[src/rtl/col_burst_pkg.sv]
package col_burst_pkg;
  localparam int BL_LSB = 0;
  localparam int BT_BIT = 3;
  localparam int CL_LSB = 4;
  localparam int WB_BIT = 9;

  typedef enum logic [2:0] {
    BL_1    = 3'b000,
    BL_2    = 3'b001,
    BL_4    = 3'b010,
    BL_8    = 3'b011,
    BL_PAGE = 3'b111
  } bl_code_e;

  typedef struct packed {
    logic [2:0] bl;
    logic       inter;
    logic [2:0] cas;
    logic       single_wr;
  } mode_t;
endpackage

[src/rtl/col_burst_mode.sv]
module col_burst_mode
  import col_burst_pkg::*;
#(
  parameter int MODE_W = 11
) (
  input  logic              clk_i,
  input  logic              rst_ni,
  input  logic              load_i,
  input  logic [MODE_W-1:0] word_i,
  output mode_t             mode_o
);
  mode_t mode_q, mode_d;
  logic  unused_word;

  assign unused_word = ^{word_i[MODE_W-1:WB_BIT+1], word_i[WB_BIT-1:CL_LSB+3]};

  always_comb begin
    mode_d.bl        = word_i[BL_LSB +: 3];
    mode_d.inter     = word_i[BT_BIT];
    mode_d.cas       = word_i[CL_LSB +: 3];
    mode_d.single_wr = word_i[WB_BIT];
  end

  always_ff @(posedge clk_i or negedge rst_ni) begin
    if (!rst_ni) mode_q <= '0;
    else if (load_i) mode_q <= mode_d;
  end

  assign mode_o = mode_q;

  p_load_r2: assert property (@(posedge clk_i) disable iff (!rst_ni)
    load_i |=> mode_o.cas == $past(word_i[CL_LSB +: 3]));
  p_hold_r2: assert property (@(posedge clk_i) disable iff (!rst_ni)
    !load_i |=> $stable(mode_o));
endmodule

[src/rtl/col_burst_ctrl.sv]
module col_burst_ctrl
  import col_burst_pkg::*;
#(
  parameter int COL_W = 8
) (
  input  logic             clk_i,
  input  logic             rst_ni,
  input  logic             start_i,
  input  logic [COL_W-1:0] col_i,
  input  logic             write_i,
  input  logic             term_i,
  input  mode_t            mode_i,
  output logic             busy_o,
  output logic             last_o,
  output logic [COL_W-1:0] beat_o,
  output logic [COL_W-1:0] mask_o,
  output logic             inter_o,
  output logic [COL_W-1:0] base_o
);
  logic             busy_q, full_q, inter_q, full_d;
  logic [COL_W-1:0] beat_q, mask_q, base_q, mask_d;

  // burst shape from the mode in force at the start edge
  always_comb begin
    full_d = 1'b0;
    case (bl_code_e'(mode_i.bl))
      BL_2:    mask_d = COL_W'(1);
      BL_4:    mask_d = COL_W'(3);
      BL_8:    mask_d = COL_W'(7);
      BL_PAGE: begin mask_d = '1; full_d = 1'b1; end
      default: mask_d = '0;
    endcase
    if (write_i && mode_i.single_wr) begin
      mask_d = '0;
      full_d = 1'b0;
    end
  end

  assign last_o = busy_q && !full_q && (beat_q == mask_q);

  always_ff @(posedge clk_i or negedge rst_ni) begin
    if (!rst_ni) begin
      busy_q  <= 1'b0;
      full_q  <= 1'b0;
      inter_q <= 1'b0;
      beat_q  <= '0;
      mask_q  <= '0;
      base_q  <= '0;
    end else if (start_i) begin
      busy_q  <= 1'b1;
      full_q  <= full_d;
      inter_q <= mode_i.inter && !full_d;
      beat_q  <= '0;
      mask_q  <= mask_d;
      base_q  <= col_i;
    end else if (busy_q) begin
      if (term_i || last_o) busy_q <= 1'b0;
      else beat_q <= beat_q + COL_W'(1);
    end
  end

  assign busy_o  = busy_q;
  assign beat_o  = beat_q;
  assign mask_o  = mask_q;
  assign inter_o = inter_q;
  assign base_o  = base_q;

  p_last_busy_r6: assert property (@(posedge clk_i) disable iff (!rst_ni)
    last_o |-> busy_o);
  p_last_ends_r6: assert property (@(posedge clk_i) disable iff (!rst_ni)
    (last_o && !start_i) |=> !busy_o);
  p_term_stops_r8: assert property (@(posedge clk_i) disable iff (!rst_ni)
    (busy_o && term_i && !start_i) |=> !busy_o);
  p_start_beat0_r9: assert property (@(posedge clk_i) disable iff (!rst_ni)
    start_i |=> (busy_o && beat_o == '0));
  p_advance_r3: assert property (@(posedge clk_i) disable iff (!rst_ni)
    (busy_o && !last_o && !term_i && !start_i) |=> beat_o == $past(beat_o) + COL_W'(1));
  p_page_seq_r5: assert property (@(posedge clk_i) disable iff (!rst_ni)
    (busy_o && full_q) |-> (!inter_o && !last_o));
  p_single_wr_r7: assert property (@(posedge clk_i) disable iff (!rst_ni)
    (start_i && write_i && mode_i.single_wr) |=> last_o);
  p_shape_held_r10: assert property (@(posedge clk_i) disable iff (!rst_ni)
    (busy_o && !start_i) |=> ($stable(mask_o) && $stable(inter_o)));
endmodule

[src/rtl/col_burst_map.sv]
module col_burst_map #(
  parameter int COL_W = 8
) (
  input  logic [COL_W-1:0] base_i,
  input  logic [COL_W-1:0] beat_i,
  input  logic [COL_W-1:0] mask_i,
  input  logic             inter_i,
  output logic [COL_W-1:0] col_o
);
  logic [COL_W-1:0] seq_col, int_col;

  assign seq_col = (base_i & ~mask_i) | ((base_i + beat_i) & mask_i);
  assign int_col = base_i ^ (beat_i & mask_i);
  assign col_o   = inter_i ? int_col : seq_col;
endmodule

[src/rtl/col_burst_gen.sv]
module col_burst_gen
  import col_burst_pkg::*;
#(
  parameter int COL_W  = 8,
  parameter int MODE_W = 11
) (
  input  logic              clk_i,
  input  logic              rst_ni,
  input  logic              mode_load_i,
  input  logic [MODE_W-1:0] mode_word_i,
  output logic [2:0]        cas_lat_o,
  input  logic              start_i,
  input  logic [COL_W-1:0]  start_col_i,
  input  logic              start_write_i,
  input  logic              term_i,
  output logic [COL_W-1:0]  col_o,
  output logic              busy_o,
  output logic              last_o
);
  mode_t            mode;
  logic [COL_W-1:0] beat, mask, base, col_raw;
  logic             inter;

  initial begin
    if (COL_W < 3 || MODE_W <= WB_BIT) $error("col_burst_gen: bad parameters");
  end

  col_burst_mode #(.MODE_W(MODE_W)) u_mode (
    .clk_i  (clk_i),
    .rst_ni (rst_ni),
    .load_i (mode_load_i),
    .word_i (mode_word_i),
    .mode_o (mode)
  );

  col_burst_ctrl #(.COL_W(COL_W)) u_ctrl (
    .clk_i   (clk_i),
    .rst_ni  (rst_ni),
    .start_i (start_i),
    .col_i   (start_col_i),
    .write_i (start_write_i),
    .term_i  (term_i),
    .mode_i  (mode),
    .busy_o  (busy_o),
    .last_o  (last_o),
    .beat_o  (beat),
    .mask_o  (mask),
    .inter_o (inter),
    .base_o  (base)
  );

  col_burst_map #(.COL_W(COL_W)) u_map (
    .base_i  (base),
    .beat_i  (beat),
    .mask_i  (mask),
    .inter_i (inter),
    .col_o   (col_raw)
  );

  assign col_o     = busy_o ? col_raw : '0;
  assign cas_lat_o = mode.cas;

  p_idle_col_r1: assert property (@(posedge clk_i) disable iff (!rst_ni)
    !busy_o |-> (col_o == '0 && !last_o));
  p_in_block_r3: assert property (@(posedge clk_i) disable iff (!rst_ni)
    busy_o |-> (((col_o ^ base) & ~mask) == '0));
  p_first_col_r9: assert property (@(posedge clk_i) disable iff (!rst_ni)
    start_i |=> col_o == $past(start_col_i));
endmodule

[config.mk]
export PLATFORM = sky130hd
export DESIGN_NAME = col_burst_gen
export DESIGN_NICKNAME = d
export VERILOG_FILES = /design/src/rtl/col_burst_pkg.sv /design/src/rtl/col_burst_mode.sv /design/src/rtl/col_burst_ctrl.sv /design/src/rtl/col_burst_map.sv /design/src/rtl/col_burst_gen.sv
export SDC_FILE = /design/constraint.sdc
export NUM_CORES = 1
export LEC_CHECK = 0
export BUFFER_PORTS_ARGS = -buffer_cell sky130_fd_sc_hd__buf_4
export CORE_ASPECT_RATIO = 2
export CORE_MARGIN = 2
export CORE_UTILIZATION = 50
export DETAILED_ROUTE_END_ITERATION = 16
export PLACE_DENSITY = 0.76
export SYNTH_ARGS = -nofsm -noshare
export SYNTH_HDL_FRONTEND = slang
export SYNTH_SLANG_ARGS = --single-unit
[constraint.sdc]
create_clock -name clk_i -period 3.2 [get_ports clk_i]
set_input_delay 0.64 -clock clk_i [delete_from_list [all_inputs] [get_ports clk_i]]
set_output_delay 0.64 -clock clk_i [all_outputs]
set_load 0.01 [all_outputs]
==> metrics.md, run 1 <==
| Metric | Value |
|---|---|
| Largest cells by area after synthesis | `dfrtp_1, ha_1, mux2_2` |
| Worst path max stage delay | `around 0.44 ns` |
| Min Tclk post-route | `3.02 ns` |
| Synth unique cells | `41` |
| Layout Cell Area excl Fill | `2370 um2` |
| Via density | `5.61` |
| Drt first pass iters | `6` |
| Maximum clock rate | `331 MHz` |
| Async S/R FF share, synth | `1.00` |
| PD cells | `between 400 and 500 nW/um2` |
| Layout fillers | `about 380` |
| Initial core utilization | `0.522` |
| Post-Route Skew | `0.00848 ns` |
| Sequential-to-total area share from yosys stat | `0.387` |
| Post-place setup slack | `approximately 0.42 ns` |
| Gpl congestion | `0.849` |
| Synth-to-layout area growth | `18.3%` |
| Fin Setup TNS | `0 ns` |
| Run status | `finished clean` |
| Most frequent cells in the layout | `buf_4, dfrtp_1, mux2_2, ha_1, nor2_1` |
| CTS root buf | `clkbuf_8` |
| Synth warn | `0` |
| Max clock buf depth | `2` |
| Largest area contributor in the netlist | `dfrtp_1` |
| Cells after Synth | `190` |
| Initial antenna violation count | `0` |
| # diodes | `0` |
| Clock Sinks | `31` |
| Slew headroom | `0.562` |
| Max_cap viols | `0` |
| Final #Nets | `around 260` |
| Final ANT Viol Nets | `0` |
| Net count after synthesis | `between 200 and 250` |
| Worst-path cell chain | `ha_1 > fa_1 > a21o_1 > a21oi_2 > xnor2_1 > nand2_1 > a221oi_2 > buf_4` |
| Leak | `1.11 nW` |
| DP Wirelength | `3230 um` |
| EDFF count, synth | `0` |
| Total CTS buffers | `5` |
| Clock transition at path regs | `0.07 ns` |
| Worst-path maximum fanout | `5` |
| FF-to-FF path depth | `6` |
| DRC viols | `0` |
| Largest net degree at the start of global routing | `32` |
| # IOs | `38` |
| Peak VDD IR | `just over 0.0005 V` |
| Vias in the first global route | `1621` |
| First-pass GRT wire length | `between 7000 and 8000 um` |
| DR vias | `1538` |
| Setup ws final | `approximately 0.18 ns` |
| GRT overflow | `0` |
| RSZ-0062 raised after global routing | `no` |
| Detailed-route wire length per cell | `between 15 and 20 um` |
| Die Width | `roughly 49 um` |
| Share of the synthesized area in the top cell type | `0.387` |
| Period utilization | `0.943` |
| Hold Slack | `0.269 ns` |
| Clk_lat worst skew | `0.29 ns` |
| Layout cells sized above 1 | `0.300` |
| Total Routed Length | `4160 um` |
| Flop2flop setup slack | `1.23 ns` |
| Hold Fails Final Rpt | `0` |
| Reg-to-Reg Start | `u_ctrl.mask_o[6]` |
| Syn_area_per_cell | `~11 um2` |
| Initial DRC Count | `19` |
| Most used DFF post-synth | `dfrtp_1` |
| GRT Overall Usage | `0.207` |
| Crit-path slowest cell | `dfrtp_1` |
| CP Launch Type | `register` |
| Worst EP arrival | `2.38 ns` |
| #FFs+latches synth | `31` |
| Hold WC Path Type | `input pin to asynchronous set/reset pin` |
| Placed inst area | `2280 um2` |
| Max-slew violations | `0` |
| Synthesized cell area | `2010 um2` |
| FP Rows | `32` |
| Crit Path Category | `register to output pin` |
| CTS tree | `yes` |
| Post-cts hold buffer count | `0` |
| Die Height | `93.6 um` |
| H-tree levels | `2` |
| Finish-stage setup viols | `0` |
| Die ar. | `between 4000 and 5000 um2` |
| Commonest non-fill, non-tap cell in the layout | `buf_4` |
| Core ar. | `3840 um2` |
| Port bufs | `34` |
| Crit. End Element | `output pin` |
| RR Endpoint | `u_ctrl.beat_o[7]` |
| Tightest Pin Transition | `around 0.66 ns` |
| Req. time, crit path | `roughly 2.6 ns` |
-- critical path, delay by kind of cell, from the launching register on --
kind            cells  cell delay (ns)
fa+ha+maj           2             0.67
flops               1             0.44
simple gates        1             0.09
buf+inv             1             0.15
xor+xnor            1             0.13
compound gates      3             0.62
-- cells by family (layout without fill, tap and decap cells) --
| family | after synthesis | in the layout | share of synthesized area |
|---|---|---|---|
| AO/OA/AOI/OAI | 37 | 37 | 0.144 |
| buffers and inverters | 14 | 47 | 0.0330 |
| multiplexers | 19 | 19 | 0.105 |
| adder cells (fa/ha/maj) | 17 | 17 | 0.110 |
| AND/OR/NAND/NOR | 56 | 56 | 0.152 |
| XOR/XNOR | 16 | 16 | 0.0698 |
| flip-flops | 31 | 31 | 0.387 |
-- sequential cells by signal, indices dropped and copies added (netlist names) --
register,flops
u_ctrl.busy_o,1
u_ctrl.inter_o,1
u_ctrl.base_o,8
u_ctrl.beat_o,8
u_ctrl.full_q,1
u_mode.mode_o,8
u_ctrl.mask_o,4
-- cells in the mapped netlist, types with 4 or more instances --
| cell | number |
|---|---|
| nand2_1 | 12 |
| mux2_2 | 16 |
| ha_1 | 16 |
| a211oi_1 | 7 |
| xnor2_1 | 10 |
| nor2_1 | 13 |
| nand4_1 | 5 |
| nand3_1 | 5 |
| xor2_1 | 6 |
| dfrtp_1 | 31 |
| and3_1 | 4 |
| a21oi_1 | 9 |
| o21ai_0 | 5 |
| inv_1 | 5 |
| a21o_1 | 5 |
-- cell type report --
class                           count  area, um2  share of cell area
Sequential cell                    31        776               0.327
Tap cell                           51       63.8              0.0269
Timing Repair Buffer               34        255               0.108
Clock inverter                      2       12.5             0.00527
Multi-Input combinational cell    145       1170               0.495
Inverter                            5       18.8             0.00791
Clock buffer                        6       72.6              0.0306
-- metrics by stage --
step	utilization	std cells	power, mW
finish	0.618	274	1.07
global route	0.618	274	1.13
CTS	0.615	274	1.08
detailed placement	0.593	266	0.775
global placement	0.593	266	0.767
floorplan	-	190	0.668
-- worst max path at each step --
stage / to / startpoint / cells after the start / slack (ns)
floorplan: col_o[4] / u_ctrl.beat_o[0] / 7 / 0.56
global placement: col_o[4] / u_ctrl.beat_o[0] / 8 / 0.43
detailed placement: col_o[4] / u_ctrl.beat_o[0] / 8 / 0.42
CTS: col_o[4] / u_ctrl.beat_o[0] / 8 / 0.09
global route: col_o[4] / u_ctrl.beat_o[0] / 8 / 0.04
finish: col_o[4] / u_ctrl.beat_o[0] / 8 / 0.18
-- repair_timing --
item                       4_1_cts  5_1_grt
gates resized for setup          0        2
setup buffers                    0        0
setup endpoints to repair        0        1
-- layer usage --
layer,part of all wire,vias to the layer above,GRT usage
met5,0,-,0
met4,0.030,0,0.114
met3,0.038,12,0.0447
met2,0.58,38,0.394
met1,0.35,740,0.200
li1,-,748,-
-- report_power, final --
group          switching, mW  total [mW]  internal (mW)
Combinational          0.135       0.289          0.153
Sequential            0.0525       0.479          0.427
Clock                  0.147       0.298          0.152
Total                  0.334        1.07          0.732
(Power assumes the default switching activity.)
==> inputs of run 2 (changes only) <==
RECOVER_POWER = 25   (was unset)
==> metrics.md, run 2 (synthesized netlist as in run 1, its figures left out) <==
| Metric | Value |
|---|---|
| Period utilization | `0.943 (about the same)` |
| Via density | `5.61 (unchanged)` |
| Failing checks | `capacitance limit, slew limit` |
| Hold Path Origin | `u_mode.mode_o[1]` |
| Tightest Pin Transition | `1.62 ns (+0.966 ns)` |
| Post-Route Skew | `0.00844 ns (-0.0000442 ns)` |
| Die Height | `93.6 um (unchanged)` |
| CTS root buf | `clkbuf_8` |
| PD cells | `450 nW/um2 (about the same)` |
| Leak | `1.11 nW (-0.32%)` |
| Met1 global-route usage | `0.200 (unchanged)` |
| Clock transition at path regs | `0.06 ns (about the same)` |
| Final #Nets | `264 (unchanged)` |
| Detailed-route wire length per cell | `15.1 um (-0.22%)` |
| H-tree levels | `2 (unchanged)` |
| DR vias | `1538 (unchanged)` |
| Initial antenna violation count | `0 (unchanged)` |
| # diodes | `0 (unchanged)` |
| Min Tclk post-route | `3.02 ns (-0.00000300 ns)` |
| Hold Fails Final Rpt | `0 (unchanged)` |
| Max-slew violations | `32 (+32)` |
| Commonest non-fill, non-tap cell in the layout | `buf_4` |
| Total Routed Length | `4150 um (-0.22%)` |
| Met3 Usage GRT | `0.0447 (unchanged)` |
| Crit Path Category | `register to output pin` |
| Port bufs | `34 (unchanged)` |
| Layout fillers | `378 (unchanged)` |
| Initial core utilization | `0.522 (unchanged)` |
| GRT Overall Usage | `0.207 (unchanged)` |
| Core ar. | `3840 um2 (unchanged)` |
| Initial DRC Count | `19 (unchanged)` |
| Reg-to-Reg Start | `u_ctrl.mask_o[6]` |
| Worst EP arrival | `2.38 ns (about the same)` |
| Die ar. | `4570 um2 (unchanged)` |
| Final ANT Viol Nets | `0 (unchanged)` |
| DRC viols | `0 (unchanged)` |
| Post-place setup slack | `0.417 ns (unchanged)` |
| Clk_lat worst skew | `0.29 ns (about the same)` |
| Maximum clock rate | `331 MHz (unchanged)` |
| Fin Setup TNS | `0 ns (unchanged)` |
| Run status | `finished, violations left` |
| Finish-stage setup viols | `0 (unchanged)` |
| # resized after CTS | `0 (unchanged)` |
| Register area | `776 um2 (unchanged)` |
| Synth-to-layout area growth | `18.1%` |
| Die Width | `48.8 um (unchanged)` |
| Gpl congestion | `0.849 (unchanged)` |
| Peak VDD IR | `0.000510 V (about the same)` |
| Post-cts hold buffer count | `0 (unchanged)` |
| CP Launch Point | `u_ctrl.beat_o[0]` |
| DP Wirelength | `3230 um (unchanged)` |
| CTS tree | `yes` |
| Max_cap viols | `1 (+1)` |
| Area of the multi-input gates | `1170 um2 (unchanged)` |
| Drt first pass iters | `6 (unchanged)` |
| Req. time, crit path | `2.56 ns (about the same)` |
| First-pass GRT wire length | `7220 um (unchanged)` |
| CP Launch Type | `register` |
| Largest net degree at the start of global routing | `32 (unchanged)` |
| GRT overflow | `0 (unchanged)` |
| Slew headroom | `-0.0827 (-0.644)` |
| Max clock buf depth | `2 (unchanged)` |
| Post-CTS setup buffers | `0 (unchanged)` |
| Worst-path maximum fanout | `5 (unchanged)` |
| Clock Sinks | `31 (unchanged)` |
| Layout cells sized above 1 | `0.296 (-0.00448)` |
| Hold WC Path Type | `register to register` |
| GR peak layer | `met2` |
| Total CTS buffers | `5 (unchanged)` |
| Crit. End Element | `output pin` |
| FP Rows | `32 (unchanged)` |
| Most frequent cells in the layout | `buf_4, dfrtp_1, mux2_2, ha_1, nor2_1` |
| Setup ws final | `0.183 ns (+0.00000300 ns)` |
| RSZ-0062 raised after global routing | `no` |
| Met2 Use GR | `0.394 (unchanged)` |
| # IOs | `38 (unchanged)` |
| Vias in the first global route | `1621 (unchanged)` |
[run 2: changes by cell type in the layout (fill, tap and decap cells not counted), sizes merged]
| cell | delta |
|---|---|
| buf | -1 |
| clkbuf | +1 |
[run 2: stage by stage]
stage / utilization / hold WS (ns) / instance area, um2 / std cells / total power [mW]
6_report: 0.617 / 0.508 / 2370 / 274 / 1.07
5_1_grt: 0.617 / 0.529 / 2370 / 274 / 1.13
4_1_cts: 0.615 / 0.289 / 2360 / 274 / 1.08
3_5_place_dp: 0.593 / 0.498 / 2280 / 266 / 0.775
3_3_place_gp: 0.593 / 0.491 / 2280 / 266 / 0.767
2_1_floorplan: - / 0.344 / 2010 / 190 / 0.668
[run 2: final cells by class]
cell class / instances / area share
clock buffers: 6 / 0.0306
multi-input cells: 145 / 0.496
inverters: 5 / 0.00792
clock inverters: 2 / 0.00528
well taps: 51 / 0.0269
repair buffers: 34 / 0.106
flip-flops and latches: 31 / 0.327
[run 2: report_power, final]
part | leakage (nW) | internal [mW] | switching [mW]
clock network | 0.0412 | 0.152 | 0.147
registers | 0.387 | 0.427 | 0.0525
logic | 0.683 | 0.153 | 0.135
total | 1.11 | 0.731 | 0.334
[run 2: layer usage]
metal,vias to the layer above,routed length [um]
met5,-,0
met2,39,2400
li1,747,-
met4,0,125
met3,12,159
met1,740,1460
[run 2: final timing paths]
| kind | to | slack [ns] | depth (start not counted) |
|---|---|---|---|
| min | u_mode.mode_o[1] | 0.51 | 1 |
| min in group asynchronous | u_ctrl.base_o[5] | 0.76 | 1 |
| max | col_o[4] | 0.18 | 8 |
| max reg2reg | u_ctrl.beat_o[7] | 1.23 | 6 |
| min reg2reg | u_mode.mode_o[1] | 0.51 | 1 |
| max in group asynchronous | u_mode.mode_o[5] | 1.49 | 1 |
[run 2: critical path, stage by stage, from the launching register on]
cell and delay [ns]:
dfrtp_1 0.44, ha_1 0.26, fa_1 0.41, a21o_1 0.21, a21oi_2 0.16, xnor2_1 0.13, nand2_1 0.09, a221oi_2 0.25
buf_4 0.15
